`config.mk`:
```
export PLATFORM = sky130hd
export DESIGN_NAME = earliest_bank_mask
export DESIGN_NICKNAME = d
export VERILOG_FILES = /design/src/rtl/bmask_pkg.sv /design/src/rtl/bank_ready_calc.sv /design/src/rtl/rank_region_decode.sv /design/src/rtl/min_mask_tracker.sv /design/src/rtl/earliest_bank_mask.sv
export SDC_FILE = /design/constraint.sdc
export NUM_CORES = 2
export LEC_CHECK = 0
export BUFFER_PORTS_ARGS = -buffer_cell sky130_fd_sc_hd__buf_2
export CORE_MARGIN = 5
export CORE_UTILIZATION = 23
export DETAILED_ROUTE_END_ITERATION = 12
export HOLD_SLACK_MARGIN = 0.02
export SLEW_MARGIN = 20
export SYNTH_ARGS = -nofsm -noshare
export SYNTH_HDL_FRONTEND = slang
export SYNTH_HIERARCHICAL = 1
export SYNTH_SLANG_ARGS = --single-unit
```
`constraint.sdc`:
```
create_clock -name clk -period 51.5 [get_ports clk]
set_clock_uncertainty 0.05 [all_clocks]
set_input_delay 2.575 -clock clk [delete_from_list [all_inputs] [get_ports clk]]
set_output_delay 2.575 -clock clk [all_outputs]
set_load 0.01 [all_outputs]
```
`src/rtl/bmask_pkg.sv`:
```
package bmask_pkg;
  typedef enum logic {
    SRC_GENERAL = 1'b0,
    SRC_SAME    = 1'b1
  } mask_src_e;
endpackage

```
`src/rtl/bank_ready_calc.sv`:
```
module bank_ready_calc #(
  parameter int unsigned NUM_BANKS = 16,
  parameter int unsigned TIME_W    = 16,
  localparam int unsigned RT_W     = TIME_W + 1
) (
  input  logic [NUM_BANKS-1:0]        bank_open,
  input  logic [NUM_BANKS*TIME_W-1:0] act_ok_at,
  input  logic [NUM_BANKS*TIME_W-1:0] pre_ok_at,
  input  logic [TIME_W-1:0]           now_cyc,
  input  logic [TIME_W-1:0]           t_precharge,
  output logic [NUM_BANKS*RT_W-1:0]   ready_at
);
  // ready time of one bank, one bit wider than the time inputs
  function automatic logic [RT_W-1:0] ready_time(
    input logic              is_open,
    input logic [TIME_W-1:0] act_t,
    input logic [TIME_W-1:0] pre_t,
    input logic [TIME_W-1:0] now_t,
    input logic [TIME_W-1:0] tp
  );
    logic [TIME_W-1:0] base;
    base = (pre_t > now_t) ? pre_t : now_t;
    if (is_open) ready_time = {1'b0, base} + {1'b0, tp};
    else         ready_time = {1'b0, act_t};
  endfunction

  for (genvar b = 0; b < NUM_BANKS; b++) begin : g_bank
    assign ready_at[b*RT_W +: RT_W] = ready_time(bank_open[b],
                                                 act_ok_at[b*TIME_W +: TIME_W],
                                                 pre_ok_at[b*TIME_W +: TIME_W],
                                                 now_cyc, t_precharge);
  end
endmodule

```
`src/rtl/rank_region_decode.sv`:
```
module rank_region_decode #(
  parameter int unsigned NUM_BANKS      = 16,
  parameter int unsigned BANKS_PER_RANK = 4,
  localparam int unsigned NUM_RANKS     = NUM_BANKS / BANKS_PER_RANK,
  localparam int unsigned RANK_W        = (NUM_RANKS > 1) ? $clog2(NUM_RANKS) : 1,
  localparam int unsigned RCNT_W        = $clog2(NUM_RANKS + 1)
) (
  input  logic                 clk,
  input  logic                 rst_n,
  input  logic [RANK_W-1:0]    active_rank,
  input  logic [RCNT_W-1:0]    rank_count,
  output logic                 split_en,
  output logic [NUM_BANKS-1:0] in_active_rank
);
  assign split_en = (rank_count > RCNT_W'(1));

  for (genvar r = 0; r < NUM_RANKS; r++) begin : g_rank
    for (genvar k = 0; k < BANKS_PER_RANK; k++) begin : g_slot
      assign in_active_rank[r*BANKS_PER_RANK + k] =
        split_en && (active_rank == RANK_W'(r));
    end
  end


  rank_width_chk: assert property (@(posedge clk) disable iff (!rst_n)
    (split_en && (32'(active_rank) < NUM_RANKS)) |->
      ($countones(in_active_rank) == BANKS_PER_RANK));

  no_split_chk: assert property (@(posedge clk) disable iff (!rst_n)
    !split_en |-> (in_active_rank == '0));
endmodule

```
`src/rtl/min_mask_tracker.sv`:
```
module min_mask_tracker #(
  parameter int unsigned NUM_BANKS = 16,
  parameter int unsigned TIME_W    = 16,
  localparam int unsigned RT_W     = TIME_W + 1
) (
  input  logic                      clk,
  input  logic                      rst_n,
  input  logic [NUM_BANKS-1:0]      qualify,
  input  logic [NUM_BANKS*RT_W-1:0] ready_at,
  input  logic [TIME_W-1:0]         now_cyc,
  output logic [NUM_BANKS-1:0]      cand_mask,
  output logic [RT_W-1:0]           min_at,
  output logic                      any_hit
);
  logic [RT_W-1:0]      run_min;
  logic [NUM_BANKS-1:0] run_mask;
  logic                 run_hit;
  logic [RT_W-1:0]      t_b;

  always_comb begin
    run_min  = '1;
    run_mask = '0;
    run_hit  = 1'b0;
    t_b      = '0;
    for (int b = 0; b < NUM_BANKS; b++) begin
      t_b = ready_at[b*RT_W +: RT_W];
      if (qualify[b] && (t_b <= run_min)) begin
        if ((t_b < run_min) && (run_min > {1'b0, now_cyc})) run_mask = '0;
        run_mask[b] = 1'b1;
        run_min     = t_b;
        run_hit     = 1'b1;
      end
    end
  end

  assign cand_mask = run_mask;
  assign min_at    = run_min;
  assign any_hit   = run_hit;


  qual_subset_chk: assert property (@(posedge clk) disable iff (!rst_n)
    (cand_mask & ~qualify) == '0);

  hit_nonempty_chk: assert property (@(posedge clk) disable iff (!rst_n)
    (qualify != '0) |-> (cand_mask != '0));
endmodule

```
`src/rtl/earliest_bank_mask.sv`:
```
module earliest_bank_mask
  import bmask_pkg::*;
#(
  parameter int unsigned NUM_BANKS      = 16,
  parameter int unsigned BANKS_PER_RANK = 4,
  parameter int unsigned TIME_W         = 16,
  localparam int unsigned NUM_RANKS     = NUM_BANKS / BANKS_PER_RANK,
  localparam int unsigned RANK_W        = (NUM_RANKS > 1) ? $clog2(NUM_RANKS) : 1,
  localparam int unsigned RCNT_W        = $clog2(NUM_RANKS + 1),
  localparam int unsigned RT_W          = TIME_W + 1
) (
  input  logic                        clk,
  input  logic                        rst_n,
  input  logic                        start,
  input  logic [NUM_BANKS-1:0]        bank_open,
  input  logic [NUM_BANKS*TIME_W-1:0] act_ok_at,
  input  logic [NUM_BANKS*TIME_W-1:0] pre_ok_at,
  input  logic [NUM_BANKS-1:0]        bank_waiting,
  input  logic [TIME_W-1:0]           now_cyc,
  input  logic [TIME_W-1:0]           t_precharge,
  input  logic [RANK_W-1:0]           active_rank,
  input  logic [RCNT_W-1:0]           rank_count,
  input  logic                        dir_switch,
  input  logic [TIME_W-1:0]           next_cmd_at,
  output logic [NUM_BANKS-1:0]        ready_mask,
  output logic                        done
);
  logic [NUM_BANKS*RT_W-1:0] ready_at;
  logic                      split_en;
  logic [NUM_BANKS-1:0]      in_rank;
  logic [NUM_BANKS-1:0]      qual_same, qual_gen;
  logic [NUM_BANKS-1:0]      mask_same, mask_gen;
  logic [RT_W-1:0]           min_same, min_gen;
  logic                      hit_same, hit_gen;
  mask_src_e                 src_sel;
  logic [NUM_BANKS-1:0]      mask_next;
  logic [NUM_BANKS-1:0]      mask_q;
  logic                      done_q;

  bank_ready_calc #(.NUM_BANKS(NUM_BANKS), .TIME_W(TIME_W)) u_ready (
    .bank_open(bank_open), .act_ok_at(act_ok_at), .pre_ok_at(pre_ok_at),
    .now_cyc(now_cyc), .t_precharge(t_precharge), .ready_at(ready_at));

  rank_region_decode #(.NUM_BANKS(NUM_BANKS), .BANKS_PER_RANK(BANKS_PER_RANK)) u_rank (
    .clk(clk), .rst_n(rst_n), .active_rank(active_rank), .rank_count(rank_count),
    .split_en(split_en), .in_active_rank(in_rank));

  assign qual_same = bank_waiting & in_rank;
  assign qual_gen  = bank_waiting & ~in_rank;

  min_mask_tracker #(.NUM_BANKS(NUM_BANKS), .TIME_W(TIME_W)) u_same (
    .clk(clk), .rst_n(rst_n), .qualify(qual_same), .ready_at(ready_at),
    .now_cyc(now_cyc), .cand_mask(mask_same), .min_at(min_same), .any_hit(hit_same));

  min_mask_tracker #(.NUM_BANKS(NUM_BANKS), .TIME_W(TIME_W)) u_gen (
    .clk(clk), .rst_n(rst_n), .qualify(qual_gen), .ready_at(ready_at),
    .now_cyc(now_cyc), .cand_mask(mask_gen), .min_at(min_gen), .any_hit(hit_gen));

  always_comb begin
    if (!dir_switch && hit_same && (min_same <= {1'b0, next_cmd_at}))
      src_sel = SRC_SAME;
    else
      src_sel = SRC_GENERAL;
    mask_next = (src_sel == SRC_SAME) ? mask_same : mask_gen;
  end

  always_ff @(posedge clk) begin
    if (!rst_n) begin
      mask_q <= '0;
      done_q <= 1'b0;
    end else begin
      done_q <= start;
      if (start) mask_q <= mask_next;
    end
  end

  assign ready_mask = mask_q;
  assign done       = done_q;


  waiting_only_chk: assert property (@(posedge clk) disable iff (!rst_n)
    start |=> ((ready_mask & ~$past(bank_waiting)) == '0));

  switch_general_chk: assert property (@(posedge clk) disable iff (!rst_n)
    (start && dir_switch) |=> ((ready_mask & $past(in_rank)) == '0));

  done_pulse_chk: assert property (@(posedge clk) disable iff (!rst_n)
    !start |=> !done);

  mask_hold_chk: assert property (@(posedge clk) disable iff (!rst_n)
    !start |=> $stable(ready_mask));
endmodule

```
### After elaboration in Yosys (flattened, before gate mapping)

Index checks and enable logic that the tools add are counted.
W data, S select, Z words.

* bitwise operators: 3
* equal/unequal tests: 3
* $mul: 0
* divide/modulo/power cells: 0
* add/subtract/negate cells: 16
* reductions and logical operators: 70
* shifts and indexed selects: 0
* mux-type cells: 143
* magnitude comparators: 109

Operator list (number)
* $mux W16: 73
* $mux W17: 47
* $gt A17 B16 Y1: 30
* $le A17 B17 Y1: 30
* $lt A17 B17 Y1: 30
* $add A16 B16 Y17: 16
* $gt A16 B16 Y1: 16
* $logic_and A1 B1 Y1: 68
* $and A16 B16 Y16: 2
* $mux W15: 2
* $mux W1: 21
* $le A17 B16 Y1: 1
* $le A17 B17 Y1 const B: 1
* $not A16 Y16: 1
* $eq A2 B2 Y1 const B: 2
* $gt A3 B1 Y1 const B: 1
* $eq A2 B1 Y1 const B: 1
* $logic_not A2 Y1: 1
* $logic_not A1 Y1: 1

* latch bits: 0
* memories kept: 0
* logic and storage cells: 346
* output and inout bits: 17
* bits of input ports: 601
* flip-flop bits (word level): 17
* memory bits (read-only): 0
* RAM bits: 0

### Longest topological paths before layout

* depth in word-level cells: 56
* depth in mapped cells: 187

### Modules after synthesis

The synthesis kept the hierarchy.

By module, submodules not included
* bank_ready_calc: cells an instance 2870, times used 1, area each 23269.8 um^2
* min_mask_tracker at u_gen: cells an instance 2452, times used 1, area each 17807.1 um^2
* min_mask_tracker at u_same: cells an instance 2360, times used 1, area each 17174.0 um^2
* earliest_bank_mask: cells an instance 252, times used 1, area each 1835.5 um^2
* rank_region_decode: cells an instance 18, times used 1, area each 126.4 um^2

### Worst setup path after synthesis

Ideal clock, no wire load.

* path kind: input -> register
* from: input port now_cyc[9]
* to: register mask_q[10], in the netlist ready_mask[10]
* data arrival time: 38280 ps
* setup time: 131 ps
* setup slack: 13039 ps
* cell stages on the path: 176
* buffers on the path: 32
* cell sequence: clkbuf_1 inv_1 ha_1 a21o_1 a21o_1 a21o_1 a21oi_1 nor2b_1 o21ai_2 buf_2 mux2_2 ha_1 fa_1 a211oi_1 o21ai_0 a21oi_1 o21ai_0 a31oi_1 [... 140 more ...] inv_1 ha_1 a21oi_1 nor2b_1 o21ai_0 o2111ai_1 a21oi_1 a21o_1 clkbuf_1 mux2_2 ha_1 nand4b_4 or4_4 a21oi_4 or3_1 buf_6 buf_8 a211oi_2

* cells in the longest elaborated chain, start to end: 56
* elaborated cells on any way between the ends: 311

RTL lines
* from (decl): RTL line earliest_bank_mask.sv:19 `input logic [TIME_W-1:0] now_cyc,`
* $gt A16 B16 Y1: RTL line bank_ready_calc.sv:22 `base = (pre_t > now_t) ? pre_t : now_t;`
* $mux W16 (*): RTL line bank_ready_calc.sv:22
* $add A16 B16 Y17 (*): RTL line bank_ready_calc.sv:23 `if (is_open) ready_time = {1'b0, base} + {1'b0, tp};`
* $mux W17 (*): RTL line bank_ready_calc.sv:23
* via ready_at[14]: RTL line earliest_bank_mask.sv:28 `logic [NUM_BANKS*RT_W-1:0] ready_at;`
* $le A17 B17 Y1: RTL line min_mask_tracker.sv:27 `if (qualify[b] && (t_b <= run_min)) begin`
* $logic_and A1 B1 Y1: RTL line min_mask_tracker.sv:27
* $mux W17 (*): RTL line min_mask_tracker.sv:27
* [... 42 more ...]
* $le A17 B17 Y1: RTL line min_mask_tracker.sv:27
* $logic_and A1 B1 Y1: RTL line min_mask_tracker.sv:27
* $mux W17 (*): RTL line min_mask_tracker.sv:27
* via min_same[15]: RTL line earliest_bank_mask.sv:33 `logic [RT_W-1:0] min_same, min_gen;`
* $le A17 B16 Y1 (*): RTL line earliest_bank_mask.sv:60 `if (!dir_switch && hit_same && (min_same <= {1'b0, next_cmd_at}))`
* $logic_and A1 B1 Y1 (*): RTL line earliest_bank_mask.sv:60
* $mux W1 (*): RTL line earliest_bank_mask.sv:60
* $mux W16 (*): RTL line earliest_bank_mask.sv:64 `mask_next = (src_sel == SRC_SAME) ? mask_same : mask_gen;`
* to (signal assigned): RTL line earliest_bank_mask.sv:73 `if (start) mask_q <= mask_next;`
* to (decl): RTL line earliest_bank_mask.sv:37 `logic [NUM_BANKS-1:0] mask_q;`

The timed path passes the listed nets; every way through them passes the cells marked *.
A chain may end at the register's enable or synchronous reset.

### Worst setup path in the final report

* from: input port now_cyc[4]
* to: register mask_q[4], in the netlist ready_mask[4]

* elaborated cells on any way between the ends: 311

RTL lines
* $gt A16 B16 Y1: RTL line bank_ready_calc.sv:22
* $mux W16 (*): RTL line bank_ready_calc.sv:22
* $add A16 B16 Y17 (*): RTL line bank_ready_calc.sv:23
* $mux W17 (*): RTL line bank_ready_calc.sv:23
* via ready_at[14]: RTL line earliest_bank_mask.sv:28
* $le A17 B17 Y1: RTL line min_mask_tracker.sv:27
* $logic_and A1 B1 Y1: RTL line min_mask_tracker.sv:27
* $mux W17 (*): RTL line min_mask_tracker.sv:27
* [... 40 more ...]
* $logic_and A1 B1 Y1: RTL line min_mask_tracker.sv:27
* $mux W17: RTL line min_mask_tracker.sv:27
* $lt A17 B17 Y1 / $gt A17 B16 Y1 (equally long branches): RTL line min_mask_tracker.sv:28 `if ((t_b < run_min) && (run_min > {1'b0, now_cyc})) run_mask = '0;`
* $logic_and A1 B1 Y1: RTL line min_mask_tracker.sv:28
* $mux W15: RTL line min_mask_tracker.sv:28
* $mux W16 (*): RTL line min_mask_tracker.sv:27
* via mask_gen[4]: RTL line earliest_bank_mask.sv:32 `logic [NUM_BANKS-1:0] mask_same, mask_gen;`
* $mux W16 (*): RTL line earliest_bank_mask.sv:64

Marks and branches as above.

==> impl_results.md <==
- Placed insts: roughly 12000
- Worst setup startpoint: now_cyc[4]
- Mapped Cells: around 8000
- Reg-to-reg slack, setup: 50310 ps
- CTS tree: yes
- IO buf count: approximately 620
- Synthesized area: between 0.06 and 0.07 mm2
- Starting Density: between 20% and 30%
- Initial DRT Pass Iterations: 6
- GRT Residual Overflow: 0
- Syn. warnings: 6
- Status: complete, no violations
- Detailed Route WL: about 370 mm
- Tmin final: 49870 ps
- Residual DRC: 0
- Slowest cell on crit path: a2111oi_1
- CTS Sinks: 17
- Worst slew margin: 11.57%
- GRT Overall Usage: 25.76%
- RSZ-0062 raised after global routing: no
- DIE AREA: approximately 0.27 mm2
- RR Endpoint: ready_mask[3]
- DIE HEIGHT: between 500 and 600 um
- Hold Buf Count CTS: 0
- Root Buffer: clkbuf_16
- Period utilization: 96.84%
- CP Buf/Inv Count: 22
- Max cap viols: 0
- Non-filler cells, final: around 12000
- R2r startpoint: ready_mask[3]
- Inserted Clock Buffers: 3
- Clock slew seen by the registers of the worst setup and hold paths: 70 ps
- Layout cells sized above 1: 19.99%
- Hold Path Stages: 4
- Most common cell after layout, fill and taps aside: ha_1
- ANT nets after route: 0
- Hold path startpoint: ready_mask[11]
- CP Data Required Time: between 50000 and 60000 ps
- Row count: 187
- First-pass GRT wire length: 498.8 mm
- Most frequent cells in the layout: ha_1, a21oi_1, inv_1, buf_2, o21ai_0
- Avg WL per Cell: 31.11 um
- Top cell by count, worst path: ha_1
- Element type at the critical path start: primary input
- Clock Path Buffers: 2
- Vias/cell: 5.772
- I/O pins: 618
- Power Density: approximately 84 mW/mm2
- CP peak stage delay: 1050 ps
- Syn Nets: just over 10000
- Crit. End Element: register
- Slew @ Worst Pin: 1315 ps
- Peak VDD IR: 0.0001158 V
- Number of setup buffers added after CTS: 0
- Vias in the first global route: 62710
- R2R depth: 4
- Filler cells: 28810
- Htree depth: 1
- WHS Endpoint: ready_mask[11]
- Synth Area per Inst: 7.587 um2
- Max Slew Vio Count: 0
- Crit Path Max Fanout: 34
- Hold WC Path Type: register to register
- Total Neg Setup Slack: 0 ps
- Die W: 520.8 um
- Detailed placer's ending HPWL: 309.7 mm
- Pwr Total: between 5 and 6 mW
- Final Net Count: 10650
- Clock latency on the worst-skew pair: about 260 ps
- Iter 0 DRT Violations: 8421
- Synth-to-Final Area Change: 13.77%
- Core area: ~0.26 mm2
- Achievable Freq: 0.02005 GHz
- Setup-failing EPs final: 0
- Final number of hold-violating endpoints: 0
- WS Path Type: primary input to register
- CP delay by family, top: compound AO/OA/AOI/OAI gates
- Routability cong.: 1.083
- Leak: roughly 33 nW
- Via count: a little under 70000
- Worst Path Arrival: 50010 ps
- Pin count of the biggest net entering global routing: 40
- Initial antenna violation count: 70
## worst min-delay path: cells and delay by family, from the launching register on
family / cells / cell delay, ps
compound gates: 4 / 320
flops: 1 / 310
## registers in the layout, summed over array words and instances, names as in the netlist
signal	cells
done	1
ready_mask	16
## power by group
part | switching (mW) | internal [mW]
logic | 3.62 | 2.06
registers | 0.00478 | 0.0175
clock network | 0.00716 | 0.0106
total | 3.63 | 2.09
## how the worst max path moves through the flow
stage | endpoint | cells past startpoint | slack [ps]
6_report | ready_mask[4] | 164 | 1630
5_1_grt | ready_mask[2] | 164 | 160
4_1_cts | ready_mask[3] | 164 | 3360
3_5_place_dp | ready_mask[3] | 164 | 3230
3_3_place_gp | ready_mask[5] | 164 | 3200
2_1_floorplan | ready_mask[10] | 176 | 13040
## layer usage
metal | GRT usage, % | routed length, um | vias to the layer above
met3 | 6.142 | 41320 | 1013
met2 | 36.49 | 145100 | 4369
met1 | 33.14 | 149300 | 32530
met5 | 0.1931 | 297 | -
li1 | - | - | 31150
met4 | 20.50 | 36390 | 34
## area by class of cell
cell class / count / area (um2) / share of cell area, %
well taps: 3402 / 4257 / 6.235
clock buffers: 3 / 75.07 / 0.1100
repair buffers: 863 / 4967 / 7.276
clock inverters: 1 / 7.507 / 0.01100
inverters: 682 / 2569 / 3.762
diodes: 58 / 145.1 / 0.2126
flip-flops and latches: 17 / 340.3 / 0.4985
multi-input cells: 6943 / 55910 / 81.89
## what timing repair did
item / 4_1_cts / 5_1_grt
setup endpoints to repair: 0 / 8
endpoints found under the hold margin: 0 / 0
gates resized for setup: 0 / 1
## stage by stage
stage	hold WS [ps]	utilization [%]	cell area, um2	setup slack (ps)
2_1_floorplan	594.9	-	60010	13040
3_3_place_gp	614.4	26.19	68020	3203
3_5_place_dp	616.9	26.19	68020	3233
4_1_cts	626.8	26.22	68110	3358
5_1_grt	657.7	26.27	68220	161.4
6_report	623.5	26.29	68270	1628
Power figures use the tool's default switching activity.
